### src/rtl/addr_gen.sv
module addr_gen #(
  parameter int W = 16
) (
  input  logic         clk,
  input  logic         rst,
  input  logic         en,
  input  logic [3:0]   op,
  input  logic [W-1:0] rf_data,
  input  logic [W-1:0] imm,
  output logic [W-1:0] addr,
  output logic         addr_vld
);

  logic [W-1:0] p0, p1, stride, lo_bnd, hi_bnd;
  logic [W-1:0] sel_p, sel_inc, sel_ring;
  logic         is_addr;

  assign sel_p    = op[0] ? p1 : p0;
  assign sel_inc  = sel_p + {{(W-1){1'b0}}, 1'b1};
  assign sel_ring = (sel_inc == hi_bnd) ? lo_bnd : sel_inc;
  assign is_addr  = (op >= 4'b0100) && (op <= 4'b1011);

  always_ff @(posedge clk) begin
    if (rst) begin
      p0 <= '0; p1 <= '0; stride <= '0; lo_bnd <= '0; hi_bnd <= '0;
      addr <= '0; addr_vld <= 1'b0;
    end else if (en) begin
      addr_vld <= is_addr;
      case (op)
        4'b0000: p0     <= rf_data;
        4'b0001: p1     <= rf_data;
        4'b0010: stride <= rf_data;
        4'b1110: lo_bnd <= rf_data;
        4'b1111: hi_bnd <= rf_data;
        4'b0100: addr   <= imm;
        4'b0101: addr   <= rf_data;
        4'b0110, 4'b0111: begin
          addr <= sel_p;
          if (op[0]) p1 <= sel_p + stride; else p0 <= sel_p + stride;
        end
        4'b1000, 4'b1001: addr <= sel_p + imm;
        4'b1010, 4'b1011: begin
          addr <= sel_p;
          if (op[0]) p1 <= sel_ring; else p0 <= sel_ring;
        end
        default: ;
      endcase
    end
  end

  assert_vld_code_R8: assert property (@(posedge clk) disable iff (rst)
    en |=> addr_vld == ($past(op) >= 4'd4 && $past(op) <= 4'd11));

  assert_hold_idle_R9: assert property (@(posedge clk) disable iff (rst)
    !en |=> $stable(p0) && $stable(p1) && $stable(stride) && $stable(lo_bnd)
            && $stable(hi_bnd) && $stable(addr) && $stable(addr_vld));

  assert_nop_still_R3: assert property (@(posedge clk) disable iff (rst)
    en && (op == 4'b0011 || op == 4'b1100 || op == 4'b1101) |=>
      $stable(p0) && $stable(p1) && $stable(stride) && $stable(lo_bnd)
      && $stable(hi_bnd) && $stable(addr) && !addr_vld);

  assert_post_step_R5: assert property (@(posedge clk) disable iff (rst)
    en && op == 4'b0110 |=> addr == $past(p0) && p0 == $past(p0) + $past(stride));

  assert_index_keep_R6: assert property (@(posedge clk) disable iff (rst)
    en && op == 4'b1001 |=> $stable(p1) && addr == $past(p1) + $past(imm));

  assert_ring_wrap_R7: assert property (@(posedge clk) disable iff (rst)
    en && op == 4'b1010 |=> addr == $past(p0) &&
      p0 == (($past(p0) + 1'b1 == $past(hi_bnd)) ? $past(lo_bnd) : $past(p0) + 1'b1));

endmodule

### config.mk
export PLATFORM = sky130hd
export DESIGN_NAME = addr_gen
export DESIGN_NICKNAME = d
export VERILOG_FILES = /design/src/rtl/addr_gen.sv
export SDC_FILE = /design/constraint.sdc
export NUM_CORES = 1
export LEC_CHECK = 0
export ABC_AREA = 1
export ABC_CLOCK_PERIOD_IN_PS = 5980
export BUFFER_PORTS_ARGS = -buffer_cell sky130_fd_sc_hd__buf_4
export CAP_MARGIN = 40
export CORE_AREA = 4 4 110 112
export DETAILED_ROUTE_END_ITERATION = 10
export DIE_AREA = 0 0 114 116
export GPL_TIMING_DRIVEN = 0
export PLACE_DENSITY = 0.83
export SLEW_MARGIN = 15
export SYNTH_ARGS = -nofsm -noshare
export SYNTH_HDL_FRONTEND = slang
export SYNTH_SLANG_ARGS = --single-unit
export TNS_END_PERCENT = 1
### constraint.sdc
create_clock -name clk -period 5.98 [get_ports clk]
set_clock_uncertainty 0.05 [all_clocks]
set_input_delay 0.299 -clock clk [delete_from_list [all_inputs] [get_ports clk]]
set_output_delay 0.299 -clock clk [all_outputs]
set_load 0.05 [all_outputs]
==> flow_summary.yaml, run 1 <==
clock_tree:
  clk_pin_slew_ns: 0.07
  ctsLongestPathBuffers: 2
  ctsHoldBuffers: 0
  cts.sinks: 97
  clockRootBuffer: "clkbuf_16"
  cts-htree-levels: 3
  post-cts-setup-buffers: 0
  insertion_delay_ns: 0.36
  cts_tree: "done"
  cts_buffers: 9
  cts_resized: 0
global_route:
  antenna_found_initial: 0
  grt_first_pass_wirelength_um: 38000
  grt_max_degree: 18
  grt_pass1_vias: 7276
  grt_usage_pct: 37.8
  grt_overflow: 0
final_layout:
  finalNonFillerCells: 1336
  fin_nets: 1264
  final_common_cell: "nand2_1"
  layout_common_cells: "nand2_1, inv_1, nor2_1"
  seq_area_um2: 1940
  fill_cells: 1052
  final_area_um2: 8020
  synthToLayoutAreaGrowth_pct: 12.3
  multi_input_area_um2: 4450
  n_antenna_cell: 0
  layout-drive-gt1-share_pct: 12.2
synthesis:
  synth.cell_area_um2: 7140
  ys_warn_count: 0
  synth_nets: 1200
  synth-async-reset-ratio_pct: 0
  seq_area_frac_synth_pct: 27.2
  synth_top_area_cell: "dfxtp_1"
  syn_avg_cell_area_um2: 6.35
  ys_seq_elements: 97
  synth_top_cell_area_share_pct: 27.2
  synth_edf_count: 0
  ys_types: 44
  synth-main-ff-cell: "dfxtp_1"
  syn-instance-count: 1124
  synthTopCellsByArea: "dfxtp_1, nand2_1, nand3_1"
setup_path:
  critPathBufInv: 3
  crit_path_start_kind: "flip-flop"
  crit_path_frequent_cell: "o21ai_0"
  critPathMaxStageDelay_ns: 0.44
  path_cells: "nand2_1, nand2_2, ha_1, fa_1, a21oi_1, o21ai_0, inv_1, o21ai_0, a21oi_1, o21ai_0, a21oi_1, o21ai_0, nand2_1, inv_1, nand3_1, nand2_1, inv_1"
  end_kind: "flip-flop"
  crit_required_ns: 6.19
  crit_arrival_ns: 3.36
  timing.rr.start: "p1[0]$_SDFFE_PP0P_"
  cp_max_fo: 9
  critPathTopFamily: "compound AO/OA/AOI/OAI gates"
  timing_worst_setup_path_type: "reg2reg"
  crit_start: "p1[0]$_SDFFE_PP0P_"
  slowest_stage: "o21ai_0"
placed_design:
  dp_hpwl_um: 18500
  pre_cts_ws_ns: 2.74
  portBuffers: 53
  dp.cells: 1320
  gp_congestion: 0.999
  placed_area_um2: 7720
sta:
  setup_viol: 0
  post-route-period-util_pct: 52.6
  relSlewSlack_pct: 56.2
  final.min_clock_period_ns: 3.15
  setup_tns_ns: 0
  rsz0062_at_grt: "false"
  finalMaxSlewViolations: 0
  fmax_mhz: 318
  final-hold-violation-count: 0
  worst_pin_slew_ns: 0.657
  setup_ws_ns: 2.83
floorplanning:
  design.die.area_um2: 13200
  row_count: 39
  ios: 56
  die_y_um: 116
  die_width_um: 114
  start_util_pct: 63.6
  design.core.area_um2: 11200
route:
  antenna_left: 0
  drtIter0Drc: 873
  wl_per_cell_um: 18.5
  dr.pass1.iters: 7
  vias_per_cell: 5.98
  drc: 0
  routed-via-count: 7995
  wl_um: 24700
worst_hold_path:
  min_from: "en"
  hp-class: "in2reg"
power:
  p_per_area_nw_per_um2: 214
  ir_drop_mv: 0.156
  power_leakage_nw: 3.71
job:
  drv_cap: 0
run_status:
  status: "finished clean"
-- cell usage after synthesis (3+ instances only) --
master     instances
nand2_4            7
ha_1              35
buf_6              4
a21oi_1           87
nand3_1          102
dfxtp_1           97
nor3_1             4
clkbuf_1          34
nand3_2           13
nor2_1           120
o21ai_0           34
o211ai_1           4
nand3b_1           4
o2111ai_1          9
a221oi_1           3
a211oi_1          33
nand2_2           32
a31oi_1            3
o21a_1             3
or2_2              5
nand2_1          289
nand4_1           32
nor2_4             6
inv_1            135
-- per-stage QoR --
stage | utilization [%] | hold WS, ns | total power, mW
2_1_floorplan | - | 0.390 | 0.975
3_3_place_gp | 68.8 | 0.402 | 1.11
3_5_place_dp | 68.8 | 0.404 | 1.11
4_1_cts | 71.4 | 0.181 | 1.70
5_1_grt | 71.4 | 0.203 | 1.77
6_report | 71.4 | 0.179 | 1.71
-- cell families after synthesis --
kind of cell | synth area share [%]
AND/OR/NAND/NOR | 39.7
buffers and inverters | 10.5
AO/OA/AOI/OAI | 15.6
adder cells (fa/ha/maj) | 6.69
flip-flops | 27.2
XOR/XNOR | 0.368
-- path summary, 6_finish.rpt --
| kind | to | slack (ns) | cells after the start |
|---|---|---|---|
| min reg2reg | addr[11]$_SDFFE_PP0P_ | 0.41 | 2 |
| max reg2reg | p1[12]$_SDFFE_PP0P_ | 2.83 | 17 |
| min | addr_vld$_SDFFE_PP0P_ | 0.18 | 3 |
| max | p1[12]$_SDFFE_PP0P_ | 2.83 | 17 |
-- state kept, by name (all words and copies together) (netlist names) --
name,count
lo_bnd,16
p0,16
p1,16
stride,16
addr_vld,1
hi_bnd,16
addr,16
-- layout make-up --
class,instances,area share [%]
multi-input combinational,844,55.5
sequential,97,24.2
inverter,140,6.62
timing repair buffer,53,4.96
clock buffer,11,3.15
buffer,43,2.70
tap,143,2.23
clock inverter,5,0.577
-- report_power, final --
part	internal (mW)	total (mW)	switching [mW]
registers	0.672	0.685	0.0129
logic	0.130	0.429	0.299
clock network	0.312	0.599	0.287
total	1.11	1.71	0.599
-- worst reg2reg max path: stages, from the launching register on --
cell	delay, ns
dfxtp_1	0.33
nand2_1	0.06
nand2_2	0.25
ha_1	0.25
fa_1	0.22
a21oi_1	0.07
o21ai_0	0.28
inv_1	0.07
o21ai_0	0.44
a21oi_1	0.18
o21ai_0	0.23
a21oi_1	0.09
o21ai_0	0.16
nand2_1	0.09
inv_1	0.09
nand3_1	0.08
nand2_1	0.09
inv_1	0.04
-- layer usage --
metal	vias up	GRT usage [%]	part of all wire (%)
met5	-	0	0
met2	445	58.3	42
met1	3601	48.0	38
met4	0	23.9	7.2
li1	3836	-	-
met3	113	8.20	12
(Power assumes the default switching activity.)
==> run 2: changes to the inputs <==
Settings changed: ABC_CLOCK_PERIOD_IN_PS 5980 to 3100, CORE_AREA 4 4 110 112 to 4 4 114 116, DIE_AREA 0 0 114 116 to 0 0 118 120, PLACE_DENSITY 0.83 to 0.78.
Clock period 5.98 ns to 3.1 ns, I/O delays scaled along.
==> run 2 against run 1 <==
  * Cell area increased by 0.27%
  * Worst setup slack got worse by 2.5 ns
  * Largest power group unchanged
  * Cell count increased by 0.15%
  * Core utilization decreased by 3.9 points
  * First-iteration DRC count decreased by 5.6%
  * Count of clock-buffer cells in the layout decreased by 2
  * Sequential power increased by 93%
  * Wire length decreased by 2.1%
  * Sequential share of layout area decreased by 0.064 points
  * Critical path depth unchanged
==> flow_summary.yaml, run 2 (synthesis results as in run 1) <==
run_status:
  status: "finished clean"
setup_path:
  end_kind: "flip-flop"
  crit_path_start_kind: "flip-flop"
  cp_max_fo: 9
  slowest_stage: "fa_1"
  crit_arrival_ns: 2.98
  crit_required_ns: 3.27
  crit_start: "p1[0]$_SDFFE_PP0P_"
  crit_path_frequent_cell: "nand2_1"
  timing_worst_setup_path_type: "reg2reg"
  timing.rr.start: "p1[0]$_SDFFE_PP0P_"
  critPathMaxStageDelay_ns: 0.39
  path_cells: "nand2_1, nand2_4, ha_1, fa_1, nand2_1, nand2_1, nand2_1, nand2_1, nand2_1, nand2_1, a21oi_1, o21ai_0, or2_2, nand3_1, o2111ai_1, nand2_1, a21oi_1"
job:
  drv_cap: 0
route:
  wl_um: 24200
  vias_per_cell: 5.87
  drc: 0
  routed-via-count: 7849
  drtIter0Drc: 824
  dr.pass1.iters: 8
  antenna_left: 0
  wl_per_cell_um: 18.1
sta:
  setup_viol: 0
  final.min_clock_period_ns: 2.81
  relSlewSlack_pct: 49.8
  worst_pin_slew_ns: 0.752
  setup_tns_ns: 0
  rsz0062_at_grt: "false"
  whs_ns: 0.0368
  final-hold-violation-count: 0
  fmax_mhz: 356
  post-route-period-util_pct: 90.6
  setup_ws_ns: 0.293
  finalMaxSlewViolations: 0
final_layout:
  multi_input_area_um2: 4460
  seq_area_um2: 1940
  final_common_cell: "nand2_1"
  fin_util_pct: 67.5
  layout-drive-gt1-share_pct: 12.2
  layout_common_cells: "nand2_1, inv_1, nor2_1"
  fill_cells: 1093
  finalNonFillerCells: 1338
  n_antenna_cell: 0
  final_area_um2: 8040
  fin_nets: 1264
  synthToLayoutAreaGrowth_pct: 12.6
placed_design:
  gp_congestion: 1.01
  dp.cells: 1324
  placed_area_um2: 7720
  pre_cts_ws_ns: 0.0383
  dp_hpwl_um: 18100
  portBuffers: 53
clock_tree:
  cts.sinks: 97
  post-cts-setup-buffers: 0
  cts_buffers: 9
  ctsLongestPathBuffers: 2
  clk_pin_slew_ns: 0.07
  clockRootBuffer: "clkbuf_16"
  cts_resized: 0
  cts-htree-levels: 3
  ctsHoldBuffers: 0
  insertion_delay_ns: 0.36
  cts_tree: "done"
floorplanning:
  die_y_um: 120
  start_util_pct: 59.9
  ios: 56
  die_width_um: 118
  design.core.area_um2: 11900
  row_count: 40
  design.die.area_um2: 14200
power:
  p_per_area_nw_per_um2: 416
  finalPower_mw: 3.35
  combPwrFrac_pct: 24.4
  switching_share_pct: 32.8
  power_leakage_nw: 3.72
  ir_drop_mv: 0.404
  p_sw_mw: 1.10
  p_int_mw: 2.25
  p_clk_share_pct: 36.0
  seqPwrFrac_pct: 39.5
worst_hold_path:
  min_from: "en"
  hp-class: "in2reg"
global_route:
  grt_overflow: 0
  grt_first_pass_wirelength_um: 37500
  grt_usage_pct: 34.2
  grt_pass1_vias: 7260
  grt_max_degree: 16
  antenna_found_initial: 0
run 2: cell types whose count changed in the layout (fill, tap and decap cells not counted), moves of 2 or more:
cell	before	now
o21ai_0	34	32
inv_8	2	0
bufinv_16	0	2
clkbuf_8	2	0
run 2: final cells by class:
cell class	count	share of cell area, %
Sequential cell	97	24.2
Timing Repair Buffer	53	4.95
Clock inverter	5	1.01
Multi-Input combinational cell	844	55.5
Clock buffer	9	2.80
Buffer	43	2.69
Tap cell	147	2.29
Inverter	140	6.60
run 2: critical path, delay by kind of cell (launching register included):
family / cells / cell delay, ns
and+or+nand+nor: 11 / 1.15
adders and majority gates: 2 / 0.63
DFF: 1 / 0.32
AOI/OAI and AO/OA: 4 / 0.54
run 2: power by group through the flow:
stage	Clock [mW]	Combinational [mW]	Sequential, mW
after global placement	0	0.785	1.35
final	1.21	0.817	1.32
after global routing	1.24	0.894	1.33
after floorplan	0	0.492	1.39
after detailed placement	0	0.791	1.35
after CTS	1.21	0.796	1.32
run 2: final timing paths:
| check | endpoint | slack, ns | cells past startpoint |
|---|---|---|---|
| max | addr[8]$_SDFFE_PP0P_ | 0.29 | 17 |
| min | addr_vld$_SDFFE_PP0P_ | 0.04 | 3 |
| max reg2reg | addr[8]$_SDFFE_PP0P_ | 0.29 | 17 |
| min reg2reg | addr[11]$_SDFFE_PP0P_ | 0.41 | 2 |
run 2: per-layer routing:
layer	vias up	part of all wire (%)	global-route usage, %
met5	-	0	0
met4	0	7.3	24.8
met3	102	10	7.49
met2	388	44	53.8
met1	3533	39	41.3
li1	3826	-	-
